<file path="src/rtl/exec_alu_cc.sv">
module exec_alu_cc #(
  parameter int W = 64
) (
  input  logic         clk,
  input  logic         rst_n,
  input  logic [W-1:0] opnd_a,
  input  logic [W-1:0] opnd_b,
  input  logic [1:0]   alu_fn,
  input  logic         flg_we,
  input  logic [2:0]   cond_fn,
  output logic [W-1:0] alu_res,
  output logic         flg_ov,
  output logic         flg_zero,
  output logic         flg_neg,
  output logic         cond_ok,
  output logic         cond_bad
);
  localparam int MSB = W - 1;

  logic ov_next;
  logic lt, le;

  always_comb begin
    unique case (alu_fn)
      2'd0:    alu_res = opnd_b + opnd_a;
      2'd1:    alu_res = opnd_b - opnd_a;
      2'd2:    alu_res = opnd_a & opnd_b;
      default: alu_res = opnd_a ^ opnd_b;
    endcase
  end

  always_comb begin
    unique case (alu_fn)
      2'd0:    ov_next = (opnd_a[MSB] == opnd_b[MSB]) && (alu_res[MSB] != opnd_b[MSB]);
      2'd1:    ov_next = (opnd_a[MSB] != opnd_b[MSB]) && (alu_res[MSB] != opnd_b[MSB]);
      default: ov_next = 1'b0;
    endcase
  end

  always_ff @(posedge clk or negedge rst_n) begin
    if (!rst_n) begin
      flg_ov   <= 1'b0;
      flg_zero <= 1'b1;
      flg_neg  <= 1'b0;
    end else if (flg_we) begin
      flg_ov   <= ov_next;
      flg_zero <= (alu_res == '0);
      flg_neg  <= alu_res[MSB];
    end
  end

  assign lt = flg_neg ^ flg_ov;
  assign le = lt | flg_zero;
  assign cond_bad = (cond_fn == 3'd7);

  always_comb begin
    unique case (cond_fn)
      3'd0:    cond_ok = 1'b1;
      3'd1:    cond_ok = le;
      3'd2:    cond_ok = lt;
      3'd3:    cond_ok = flg_zero;
      3'd4:    cond_ok = !flg_zero;
      3'd5:    cond_ok = !lt;
      3'd6:    cond_ok = !le;
      default: cond_ok = 1'b0;
    endcase
  end

  a_r8_hold_flags: assert property (@(posedge clk) disable iff (!rst_n)
    !flg_we |=> $stable({flg_ov, flg_zero, flg_neg}));

  a_r6_logic_clears_ov: assert property (@(posedge clk) disable iff (!rst_n)
    (flg_we && alu_fn[1]) |=> !flg_ov);

  a_r7_zero_tracks: assert property (@(posedge clk) disable iff (!rst_n)
    flg_we |=> (flg_zero == ($past(alu_res) == '0)));

  a_r7_sign_tracks: assert property (@(posedge clk) disable iff (!rst_n)
    flg_we |=> (flg_neg == $past(alu_res[MSB])));

  a_r10_bad_is_false: assert property (@(posedge clk) disable iff (!rst_n)
    cond_bad |-> !cond_ok);

  a_r9_always_true: assert property (@(posedge clk) disable iff (!rst_n)
    (cond_fn == 3'd0) |-> cond_ok);
endmodule

</file>
<file path="config.mk">
export PLATFORM = sky130hd
export DESIGN_NAME = exec_alu_cc
export DESIGN_NICKNAME = d
export VERILOG_FILES = /design/src/rtl/exec_alu_cc.sv
export SDC_FILE = /design/constraint.sdc
export NUM_CORES = 1
export LEC_CHECK = 0
export BUFFER_PORTS_ARGS = -buffer_cell sky130_fd_sc_hd__buf_2
export CORE_MARGIN = 2
export CORE_UTILIZATION = 40
export CTS_BUF_LIST = sky130_fd_sc_hd__clkbuf_16
export CTS_CLUSTER_DIAMETER = 60
export CTS_CLUSTER_SIZE = 12
export DETAILED_ROUTE_END_ITERATION = 6
export PLACE_DENSITY = 0.63
export SYNTH_ARGS = -nofsm -noshare
export SYNTH_HDL_FRONTEND = slang
export SYNTH_SLANG_ARGS = --single-unit
</file>
<file path="constraint.sdc">
create_clock -name clk -period 6.44 [get_ports clk]
set_input_delay 0 -clock clk [delete_from_list [all_inputs] [get_ports clk]]
set_output_delay 0 -clock clk [all_outputs]
set_load 0.005 [all_outputs]
</file>
==> impl_metrics.csv <==
group,metric,value,unit
setup_path,startpoint_type,"input port",
timing,tns,0,ns
yosys,syn_nets,1426,
power_and_ir_drop,p_total,0.00126,W
place,gp_congestion,0.942,
cts,numClockSinks,3,
timing,tightest_slew,0.906,ns
timing,slew_violations,0,
detailed_routing,vias,9545,
timing,period_minus_slack,6.05,ns
yosys,synth_edf_count,0,
cts,cts_tree,"yes",
place,dp_hpwl,25600,um
power_and_ir_drop,ir_worst_vdd,100,uV
yosys,syn-cell-area,8020,um^2
yosys,seq_area_frac_synth,0.952,%
timing,relSlewSlack,39.4,%
finish,fin_nets,1595,
timing,hold_viol,0,
yosys,yosys_warnings,0,
detailed_routing,avgViaCountPerCell,5.98,
cts,cts_buffer_depth,2,
floorplan,boundaryPins,205,
finish,stdcell_count,1597,
floorplan,die_area,21200,um^2
yosys,synth_ff_type,"dfrtp_1",
global_route,globalRoute.totalOverflow,0,
setup_path,critPathArrivalTime,6.20,ns
cts,numCtsBuffers,3,
timing,layout_setup_ws,0.388,ns
detailed_routing,post_drt_wl_per_cell,19.2,um
yosys,synth_area_per_cell,6.90,um^2
detailed_routing,firstDrtPassIters,5,
floorplan,rows,51,
timing,fmax,165,MHz
floorplan,initial_core_util,40.9,%
floorplan,coreArea,19600,um^2
setup_path,endpoint_kind,"flip-flop",
place,post_dp_cell_area,9270,um^2
global_route,grt_max_degree,65,
detailed_routing,drt_iter0_drc,701,
setup_path,critical_path.max_fanout,9,
timing,fin_crit_sh,94.0,%
cts,clkTransAtPathRegs,0.03,ns
flow_run,cap_violations,0,
place,portBuffers,204,
yosys,ys_ff_latch,3,
power_and_ir_drop,power.density,134,nW/um^2
detailed_routing,wl,30700,um
worst_hold_path,hold_path_class,"in -> reg",
yosys,async_reset_ff_share,100,%
global_route,antenna_found_initial,0,
finish,areaGrowthSynthToFinish,16.9,%
setup_path,crit_type,"in -> reg",
power_and_ir_drop,p_leak,4.31,nW
cts,clk_latency,0.22,ns
finish,drive_gt1_share,20.4,%
place,dp_worst_setup_slack,0.232,ns
global_route,grt_pass1_wl,48600,um
yosys,synth_cell_type_count,80,
timing,rsz0062_at_grt,"no",
yosys,netlist_instances,1161,
floorplan,die_h,146,um
cts,htree_levels,1,
finish,final_area,9370,um^2
place,placed_cells_incl_taps,1589,
outcome,run_status,"completed",
global_route,grt_pass1_vias,8988,
setup_path,critPathRequiredTime,6.59,ns
detailed_routing,route.detailed.drc,0,
floorplan,die_x,146,um
global_route,grt_usage,27.8,%
timing,setup_violations,0,
timing,fin_worst_skew,0,ns
cts,cts_root_buf,"clkbuf_16",
detailed_routing,antenna_left,0,
setup_path,r2r_slack,5.56,ns
finish,nFillCells,2102,
[worst paths after layout]
kind	start	end	depth (start not counted)
worst min register to register	flg_neg	flg_neg	1
worst min-delay path	flg_we	flg_zero	2
min in group asynchronous	rst_n	flg_ov	2
worst max-delay path	opnd_a[14]	flg_zero	20
worst max register to register	flg_zero	flg_zero	2
max in group asynchronous	rst_n	flg_zero	2
[per-layer routing]
metal	part of all wire (%)	track usage, %	up-vias
met4	2.9	7.65	0
met2	44	44.6	368
met5	0	0	-
met1	47	39.1	4395
li1	-	-	4723
met3	6.7	3.48	59
[layout make-up]
class                      instances  area, um^2  area share, %
timing repair buffer             221        1160           12.3
inverter                          35         131           1.40
tap                              265         332           3.54
multi-input combinational       1066        7590           81.0
antenna                            3        7.51         0.0801
clock inverter                     1        3.75         0.0401
clock buffer                       3        75.1          0.801
sequential                         3        76.3          0.815
[sequential cells by signal, summed over array words and instances (netlist names)]
register	cells
flg_neg	1
flg_zero	1
flg_ov	1
[per-stage QoR]
stage / utilization [%] / hold WS, ns
after floorplan: - / -0.296
after CTS: 47.8 / 0.0362
final: 47.8 / 0.0397
after global routing: 47.8 / 0.0498
after detailed placement: 47.3 / -0.193
after global placement: 47.3 / -0.197
[power by group]
| part | internal (W) | switching [W] | leakage [nW] |
|---|---|---|---|
| Combinational | 0.000459 | 0.000675 | 4.23 |
| Sequential | 0.0000214 | 0.00000203 | 0.0361 |
| Clock | 0.0000802 | 0.0000187 | 0.0423 |
[critical path: stages]
cell      delay, ns
buf_2          0.12
or4_1          0.59
or3_1          0.41
nor4_2         0.40
nand3_1        0.17
buf_4          0.21
o31ai_1        0.25
xor2_1         0.11
ha_1           0.46
nand4_1        0.21
or4_1          0.53
nor4_1         0.52
o31ai_1        0.25
a211oi_1       0.43
a41oi_1        0.32
xnor2_1        0.23
or4b_1         0.49
a21oi_1        0.19
nand4b_1       0.15
o22ai_2        0.15
[timing repair]
action | 4_1_cts | 5_1_grt
setup endpoints to repair | 0 | 1
gates resized for setup | 0 | 1
hold buffers | 1 | 0
hold endpoints to repair | 3 | 0
setup buffers | 0 | 0
[placed cells by master (no fill, tap or decap), drive strengths merged, types with 16 or more instances in the layout]
cell type and n:
a211oi 16, a21o 27, a21oi 114, buf 220, ha 128, inv 36, mux2 22, mux2i 22
nand2 106, nand2b 28, nand3 23, nor2 78, nor3 27, nor4 21, o211ai 25, o21ai 106
o21bai 16, o31ai 19, xnor2 59, xor2 46
[kinds of logic (layout without fill, tap and decap cells)]
logic type / Yosys count / in the layout / share of synthesized area [%]
other: 0 / 3 / 0
adders and majority gates: 129 / 129 / 20.2
muxes: 44 / 44 / 5.84
AOI/OAI and AO/OA: 405 / 405 / 32.5
DFF: 3 / 3 / 0.952
xor gates and xnor gates: 105 / 105 / 11.5
and+or+nand+nor: 383 / 383 / 24.6
buffers and inverters: 92 / 260 / 4.42
[synth_stat cells (all sizes together), types with 3 or more instances]
| library cell | instances | area share (%) |
|---|---|---|
| a31oi | 13 | 1.0 |
| o221ai | 3 | 0.33 |
| or3 | 15 | 1.2 |
| o21ai | 106 | 6.7 |
| o22ai | 6 | 0.55 |
| o211ai | 25 | 2.4 |
| and2 | 8 | 0.62 |
| ha | 128 | 20 |
| o21bai | 16 | 1.5 |
| nor4 | 21 | 1.7 |
| and3 | 13 | 1.0 |
| a221o | 3 | 0.37 |
| o221a | 3 | 0.42 |
| nand2b | 28 | 2.2 |
| a21o | 27 | 2.5 |
| o2111a | 3 | 0.42 |
| nand4 | 14 | 1.2 |
| nor2 | 78 | 3.7 |
| o41ai | 3 | 0.33 |
| xor2 | 46 | 5.0 |
| o31ai | 19 | 1.8 |
| xnor2 | 59 | 6.4 |
| a2111oi | 3 | 0.33 |
| nand3 | 23 | 1.4 |
| o211a | 7 | 0.87 |
| o31a | 3 | 0.33 |
| a211oi | 16 | 1.5 |
| a21oi | 114 | 7.2 |
| o311ai | 3 | 0.33 |
| o21a | 9 | 0.84 |
| nand2 | 106 | 5.0 |
| and4 | 5 | 0.58 |
| or4 | 10 | 0.94 |
| buf | 14 | 0.76 |
| nand4b | 3 | 0.33 |
| mux2 | 22 | 3.1 |
| nor2b | 15 | 1.3 |
| a41o | 3 | 0.37 |
| a31o | 5 | 0.55 |
| nor3 | 27 | 1.7 |
| inv | 34 | 1.6 |
| or2 | 4 | 0.31 |
| mux2i | 22 | 2.7 |
| clkbuf | 43 | 2.0 |
No activity file was read; power rests on OpenSTA's default activity.
